===== src/rtl/pds_pkg.sv =====
package pds_pkg;

    typedef enum logic [2:0] {
        ST_ON      = 3'd0,
        ST_DRAIN   = 3'd1,
        ST_RESET   = 3'd2,
        ST_OFF     = 3'd3,
        ST_PWRUP   = 3'd4,
        ST_RELEASE = 3'd5
    } pds_state_e;

    localparam logic [1:0] STAT_ON   = 2'b00;
    localparam logic [1:0] STAT_OFF  = 2'b01;
    localparam logic [1:0] STAT_DOWN = 2'b10;
    localparam logic [1:0] STAT_UP   = 2'b11;

endpackage


===== src/rtl/pds_settle_timer.sv =====
module pds_settle_timer #(
    parameter int SETTLE_CYCLES = 16
) (
    input  logic clk,
    input  logic rst_n,
    input  logic clr,
    input  logic run,
    output logic expired
);
    localparam int CNT_W = $clog2(SETTLE_CYCLES + 1);
    localparam logic [CNT_W-1:0] LAST = CNT_W'(SETTLE_CYCLES - 1);

    logic [CNT_W-1:0] cnt_q;

    // Counts cycles spent in a wait step; saturates at the last count.
    always_ff @(posedge clk or negedge rst_n) begin
        if (!rst_n) begin
            cnt_q <= '0;
        end else if (clr) begin
            cnt_q <= '0;
        end else if (run && (cnt_q != LAST)) begin
            cnt_q <= cnt_q + 1'b1;
        end
    end

    assign expired = run && (cnt_q == LAST);

    // support: the counter never passes its last value
    a_r5_cnt_bound: assert property (@(posedge clk) disable iff (!rst_n)
        cnt_q <= LAST);

endmodule


===== src/rtl/pds_fsm.sv =====
module pds_fsm
    import pds_pkg::*;
(
    input  logic       clk,
    input  logic       rst_n,
    input  logic       off_req,
    input  logic       on_req,
    input  logic       inflight_busy,
    input  logic       settle_done,
    output logic       tmr_clr,
    output logic       tmr_run,
    output logic       xing_allow,
    output logic       dom_rst,
    output logic       dom_pwr_en,
    output logic [1:0] status,
    output logic       done
);
    pds_state_e state_q, state_d;
    logic       done_q;

    // State register and completion pulse
    always_ff @(posedge clk or negedge rst_n) begin
        if (!rst_n) begin
            state_q <= ST_ON;
            done_q  <= 1'b0;
        end else begin
            state_q <= state_d;
            done_q  <= ((state_q == ST_RESET) && (state_d == ST_OFF)) ||
                       ((state_q == ST_RELEASE) && (state_d == ST_ON));
        end
    end

    // Next-state logic
    always_comb begin
        state_d = state_q;
        unique case (state_q)
            ST_ON:      if (off_req)        state_d = ST_DRAIN;
            ST_DRAIN:   if (!inflight_busy) state_d = ST_RESET;
            ST_RESET:                       state_d = ST_OFF;
            ST_OFF:     if (on_req)         state_d = ST_PWRUP;
            ST_PWRUP:   if (settle_done)    state_d = ST_RELEASE;
            ST_RELEASE: if (settle_done)    state_d = ST_ON;
            default:                        state_d = ST_ON;
        endcase
    end

    // Output decode
    always_comb begin
        xing_allow = 1'b0;
        dom_rst    = 1'b1;
        dom_pwr_en = 1'b1;
        status     = STAT_DOWN;
        tmr_run    = 1'b0;
        unique case (state_q)
            ST_ON: begin
                xing_allow = 1'b1;
                dom_rst    = 1'b0;
                status     = STAT_ON;
            end
            ST_DRAIN: begin
                dom_rst = 1'b0;
            end
            ST_RESET: begin
                status = STAT_DOWN;
            end
            ST_OFF: begin
                dom_pwr_en = 1'b0;
                status     = STAT_OFF;
            end
            ST_PWRUP: begin
                status  = STAT_UP;
                tmr_run = 1'b1;
            end
            ST_RELEASE: begin
                dom_rst = 1'b0;
                status  = STAT_UP;
                tmr_run = 1'b1;
            end
            default: begin
                status = STAT_DOWN;
            end
        endcase
    end

    assign tmr_clr = (state_d != state_q);
    assign done    = done_q;

    // power only drops while reset was already held
    a_r4_rst_before_off: assert property (@(posedge clk) disable iff (!rst_n)
        $fell(dom_pwr_en) |-> ($past(dom_rst) && dom_rst));

    // reset only released with power up for at least a cycle
    a_r6_release_powered: assert property (@(posedge clk) disable iff (!rst_n)
        $fell(dom_rst) |-> (dom_pwr_en && $past(dom_pwr_en)));

    // gate opens only after reset released and power present
    a_r7_allow_last: assert property (@(posedge clk) disable iff (!rst_n)
        $rose(xing_allow) |-> (!dom_rst && dom_pwr_en && !$past(dom_rst)));

    // reset asserted only after a cycle with no in-flight traffic
    a_r3_drained: assert property (@(posedge clk) disable iff (!rst_n)
        $rose(dom_rst) |-> $past(!inflight_busy));

    // completion pulse is one cycle long
    a_r9_done_pulse: assert property (@(posedge clk) disable iff (!rst_n)
        done |=> !done);

    // gate closed whenever the domain is unpowered or held in reset
    a_r2_gate_closed: assert property (@(posedge clk) disable iff (!rst_n)
        (!dom_pwr_en || dom_rst) |-> !xing_allow);

endmodule


===== src/rtl/pwr_domain_seq.sv =====
module pwr_domain_seq #(
    parameter int SETTLE_CYCLES = 16
) (
    input  logic       clk,
    input  logic       rst_n,
    input  logic       off_req,
    input  logic       on_req,
    input  logic       inflight_busy,
    output logic       xing_allow,
    output logic       dom_rst,
    output logic       dom_pwr_en,
    output logic [1:0] status,
    output logic       done
);
    logic tmr_clr, tmr_run, settle_done;

    pds_fsm u_fsm (
        .clk           (clk),
        .rst_n         (rst_n),
        .off_req       (off_req),
        .on_req        (on_req),
        .inflight_busy (inflight_busy),
        .settle_done   (settle_done),
        .tmr_clr       (tmr_clr),
        .tmr_run       (tmr_run),
        .xing_allow    (xing_allow),
        .dom_rst       (dom_rst),
        .dom_pwr_en    (dom_pwr_en),
        .status        (status),
        .done          (done)
    );

    pds_settle_timer #(
        .SETTLE_CYCLES (SETTLE_CYCLES)
    ) u_timer (
        .clk     (clk),
        .rst_n   (rst_n),
        .clr     (tmr_clr),
        .run     (tmr_run),
        .expired (settle_done)
    );

    initial begin
        a_r5_settle_param: assert (SETTLE_CYCLES >= 1);
    end

endmodule


===== config.mk =====
export PLATFORM = sky130hd
export DESIGN_NAME = pwr_domain_seq
export DESIGN_NICKNAME = d
export VERILOG_FILES = /design/src/rtl/pds_pkg.sv /design/src/rtl/pds_settle_timer.sv /design/src/rtl/pds_fsm.sv /design/src/rtl/pwr_domain_seq.sv
export SDC_FILE = /design/constraint.sdc
export NUM_CORES = 1
export LEC_CHECK = 0
export ABC_AREA = 0
export BUFFER_PORTS_ARGS = -buffer_cell sky130_fd_sc_hd__buf_2
export CAP_MARGIN = 20
export CORE_AREA = 3 3 40 42
export DETAILED_ROUTE_END_ITERATION = 7
export DIE_AREA = 0 0 43 45
export MAX_ROUTING_LAYER = met4
export PLACE_DENSITY = 0.65
export REMOVE_ABC_BUFFERS = 1
export SETUP_SLACK_MARGIN = 0.15
export SKIP_CTS_REPAIR_TIMING = 1
export SLEW_MARGIN = 15
export SYNTH_ARGS = -nofsm -noshare
export SYNTH_HDL_FRONTEND = slang
export SYNTH_SLANG_ARGS = --single-unit

===== constraint.sdc =====
create_clock -name clk -period 2.1 [get_ports clk]
set_input_delay 0.21 -clock clk [delete_from_list [all_inputs] [get_ports clk]]
set_output_delay 0.21 -clock clk [all_outputs]
set_load 0.02 [all_outputs]

==> results.cfg, run 1 <==
[clock_network]
cts_root_buf = clkbuf_4
cts.sinks = 9
insertion_delay_ps = 260
cts_buffer_depth = 2
cts_tree = yes
htreeDepth = 1
clk_pin_slew_ps = 60
cts_made_buffers = 3

[critical_path]
crit_buf_inv = 0
critPathArrivalTime_ps = 2040
max_stage_delay_ps = 530
worstPathCellList = ha_1 -> and3_1 -> ha_4 -> or4_1 -> a221oi_2
rr_worst_depth = 5
crit_path_start_kind = flop
cp_slowest_cell = or4_1
path_max_fanout = 8
worst_setup_path_end_kind = flop
r2r_setup_slack_ps = 240
crit_family = simple AND/OR/NAND/NOR gates
critPathKind = flop to flop
required_ps = 2280
crit_cells = 5

[layout]
nets = 82
layout_commonest_cell = buf_2
area.sequential_um2 = 225
antenna_cells = 0
multi_input_area_um2 = 367
mostFrequentLayoutCells = buf_2 (10), dfrtp_1 (9), nand2b_1 (6)
syn_to_final_growth_pct = 21.3
layout-drive-gt1-share_pct = 35.1
fillers = 115

[power_and_ir_drop]
p_leak_uw = 0.000317
ir_drop_mv = 0.872
power_density_nw_per_um2 = 1350

[placement]
pre_cts_slack_ps = 146
portBuffers = 10
hpwl_um = 892
gp_congestion = 0.832

[detailed_routing]
wl_per_cell_um = 14.2
firstDrtPassIters = 4
drt-initial-drc-count = 11
vias = 508
wl_um = 1270
ant_nets = 0
drc = 0
viasPerCell = 5.71

[logic_synthesis]
synth_compound_area_share_pct = 19.6
synthDistinctLibCells = 32
netlist_area_um2 = 599
synth_top_family_by_area = simple AND/OR/NAND/NOR gates
synthMuxAreaShare_pct = 3.55
synthFlopType = dfrtp_1
synthAdderAreaFrac_pct = 4.18
yosys_warnings = 0
synth_xor_area_share_pct = 5.85
ys_seq_elements = 9
synth-edff-count = 0
synth_seq_area_share_pct = 37.6
syn_avg_cell_area_um2 = 9.99
async_flop_share_pct = 100
synth_cells = 60
synthSimpleGateAreaFrac_pct = 24.8

[timing]
tightest_slew_ps = 461
finalSetupViolCount = 0
finClkSkew_ps = 0.709
fin_ws_ps = 241
min_period_over_period_pct = 88.5
rsz0062_at_grt = no
period_minus_slack_ps = 1860
hold_viol_final = 0
slew_violations = 0
maxSlewHeadroom_pct = 69.2
fmax_ghz = 0.538
tns_ps = 0

[grt]
overflow = 0
gr-usage-all-layers_pct = 15.3
grt_antenna_before_repair = 0
grt_max_degree = 15
met3_usage_pct = 2.39
use_met1_pct = 21.3
top_usage_layer = met1
grt.met2_usage_pct = 21.0
grt_pass1_wl_um = 2080
first_global_vias = 457

[floorplan]
die_w_um = 43
start_util_pct = 46.6
num_rows = 13
die_area_um2 = 1940
die_y_um = 45
core-area_um2 = 1280
io_pins = 11

[run]
maxCapViolCount = 0

[min_path]
min_path_cells = 4
hold_path.class = input port to flop

[run_status]
status = complete, no violations
cells in the mapped netlist (2+ instances only):
cell	instances	area [µm²]
ha_1	2	25.0
o21ai_0	2	10.0
a211oi_1	3	22.5
inv_1	2	7.51
xnor2_1	4	35.0
dfrtp_1	9	225
buf_2	3	15.0
a221oi_1	2	17.5
nand2_1	4	15.0
a21o_1	2	15.0
nand2b_1	6	37.5
area by class of cell:
cell class	instances	area share [%]
repair buffers	14	11.4
flip-flops and latches	9	31.0
inverters	2	1.03
clock buffers	4	3.61
well taps	15	2.58
multi-input cells	45	50.4
through the flow:
stage | util [%] | instance area [µm²] | cells | total power (µW) | hold slack, ps
global route | 56.6 | 727 | 89 | 1060 | 320
CTS | 53.7 | 691 | 87 | 979 | -208
floorplan | - | 581 | 56 | 663 | -85.6
global placement | 51.7 | 664 | 83 | 831 | 74.6
detailed placement | 51.7 | 664 | 83 | 834 | 77.9
finish | 56.6 | 727 | 89 | 982 | 288
cells by family after synthesis:
group | count (synthesis)
compound gates | 15
xor+xnor | 4
fa+ha+maj | 2
buf+inv | 6
flops | 9
mux | 2
simple gates | 22
worst register-to-register path: cells and delay by family, from the launching register on:
| kind | cells | cell delay [ps] |
|---|---|---|
| AOI/OAI and AO/OA | 1 | 220 |
| adders and majority gates | 2 | 400 |
| DFF | 1 | 410 |
| and+or+nand+nor | 2 | 740 |
routing by layer:
metal  wire (µm)  share of wire [%]
met1         640                 51
met2         528                 42
met3          63                5.0
met4          34                2.7
met5           0                  0
state kept, by name, summed over array words and instances (netlist names):
name           cells
u_timer.cnt_q      5
u_fsm.state_q      3
u_fsm.done         1
where the power goes:
group          total, µW  internal (µW)  leakage, µW  switching (µW)
clock                140           73.5    0.0000150            66.2
sequential           302            217     0.000120            84.3
combinational        541            231     0.000182             310
total                982            522     0.000317             460
final timing paths:
check	start	end
hold reg to reg	u_timer.cnt_q[2]	u_timer.cnt_q[2]
hold / removal	inflight_busy	u_fsm.state_q[1]
setup / recovery	u_timer.cnt_q[0]	u_timer.cnt_q[3]
min in group asynchronous	rst_n	u_timer.cnt_q[4]
max in group asynchronous	rst_n	u_fsm.state_q[0]
setup reg to reg	u_timer.cnt_q[0]	u_timer.cnt_q[3]
(Power assumes the default switching activity.)
==> inputs of run 2 (changes only) <==
- CTS_BUF_LIST: default -> sky130_fd_sc_hd__clkbuf_8
- MAX_ROUTING_LAYER: met4 -> default
==> results.cfg, run 2 (same netlist as run 1, synthesis figures left out) <==
[critical_path]
required_ps = 2240
critPathLaunch = u_timer.cnt_q[0]
reg2reg_to = u_timer.cnt_q[3]
crit_cells = 5
rr_worst_depth = 5
path_max_fanout = 8
crit_end = u_timer.cnt_q[3]
r2r-start = u_timer.cnt_q[0]
r2r_setup_slack_ps = 240
worst_setup_path_end_kind = flop
worstPathCellList = ha_1 -> and3_1 -> ha_4 -> or4_1 -> a221oi_2
critPathArrivalTime_ps = 2010
crit_buf_inv = 0
crit_family = simple AND/OR/NAND/NOR gates
max_stage_delay_ps = 530
critPathKind = flop to flop
crit_path_start_kind = flop
cp_slowest_cell = or4_1

[grt]
grt_antenna_before_repair = 0
grt_pass1_wl_um = 2120
overflow = 0
gr-usage-all-layers_pct = 15.7
grt_max_degree = 15
first_global_vias = 453

[floorplan]
die_y_um = 45
io_pins = 11
start_util_pct = 46.6
core-area_um2 = 1280
num_rows = 13
die_area_um2 = 1940
die_w_um = 43

[power_and_ir_drop]
power_density_nw_per_um2 = 1400
p_leak_uw = 0.000329
ir_drop_mv = 0.885
combPwrFrac_pct = 51.7
p_sw_uw = 467
power.internal_uw = 577
swShare_pct = 44.7
seq_power_share_pct = 29.0
clkPwrFrac_pct = 19.3

[placement]
hpwl_um = 892
place_inst = 83
pre_cts_slack_ps = 146
portBuffers = 10
gp_congestion = 0.820

[detailed_routing]
ant_nets = 0
vias = 511
drc = 0
wl_um = 1280
viasPerCell = 5.74
drt-initial-drc-count = 12
wl_per_cell_um = 14.4
firstDrtPassIters = 4

[timing]
slew_violations = 0
tightest_slew_ps = 459
rsz0062_at_grt = no
fmax_ghz = 0.537
finClkSkew_ps = 0.823
tns_ps = 0
finalSetupViolCount = 0
maxSlewHeadroom_pct = 69.4
fin_ws_ps = 238
min_period_over_period_pct = 88.7
period_minus_slack_ps = 1860
hold_viol_final = 0

[run]
maxCapViolCount = 0

[layout]
regMostFlops = u_timer.cnt_q
nets = 82
syn_to_final_growth_pct = 24.4
largest_register_ffs = 5
multi_input_area_um2 = 367
layout-drive-gt1-share_pct = 35.1
mostFrequentLayoutCells = buf_2 (10), dfrtp_1 (9), nand2b_1 (6)
area.sequential_um2 = 225
fin_cells = 89
layout_commonest_cell = buf_2
antenna_cells = 0
fillers = 116

[clock_network]
htreeDepth = 1
cts.sinks = 9
cts_root_buf = clkbuf_8
insertion_delay_ps = 240
cts_buffer_depth = 2
cts_tree = yes
clk_pin_slew_ps = 50
cts_made_buffers = 3

[min_path]
hold_path.class = input port to flop

[run_status]
status = complete, no violations
[run 2: worst min path at each step]
stage / from / endpoint / slack, ps / cells past startpoint
finish: inflight_busy / u_fsm.state_q[1] / 320 / 4
floorplan: rst_n / u_fsm.done / -90 / 0
global placement: rst_n / u_timer.cnt_q[4] / 70 / 1
CTS: rst_n / u_timer.cnt_q[4] / -170 / 1
detailed placement: rst_n / u_timer.cnt_q[4] / 80 / 1
global route: inflight_busy / u_fsm.state_q[1] / 350 / 4
[run 2: stage by stage]
| step | hold WS (ps) | utilization, % | power [µW] | area (µm²) |
|---|---|---|---|---|
| floorplan | -85.6 | - | 663 | 581 |
| global placement | 74.6 | 51.7 | 831 | 664 |
| detailed placement | 77.9 | 51.7 | 834 | 664 |
| CTS | -174 | 55.2 | 1040 | 709 |
| global route | 349 | 58.0 | 1130 | 746 |
| finish | 317 | 58.0 | 1040 | 746 |
[run 2: power by group through the flow]
| stage | clock network [µW] | registers, µW | logic (µW) |
|---|---|---|---|
| CTS | 206 | 303 | 536 |
| global placement | 0 | 303 | 528 |
| finish | 202 | 302 | 540 |
| floorplan | 0 | 315 | 348 |
| global route | 216 | 314 | 597 |
| detailed placement | 0 | 304 | 530 |
[run 2: routing by layer]
metal	vias to the layer above	GRT usage, %	share of wire, %
met5	-	0	0
met4	0	12.7	3.3
met3	4	3.59	6.5
met2	21	20.7	42
met1	236	21.8	48
li1	250	-	-
[run 2: area by class of cell]
cell class	count	area share [%]
Clock buffer	3	5.54
Clock inverter	1	0.503
Inverter	2	1.01
Multi-Input combinational cell	45	49.2
Sequential cell	9	30.2
Tap cell	15	2.52
Timing Repair Buffer	14	11.1
[run 2: tightest hold or removal path, delay by kind of cell]
kind / cells / cell delay (ps)
AO/OA/AOI/OAI: 1 / 110
buffers and inverters: 1 / 100
AND/OR/NAND/NOR: 2 / 100
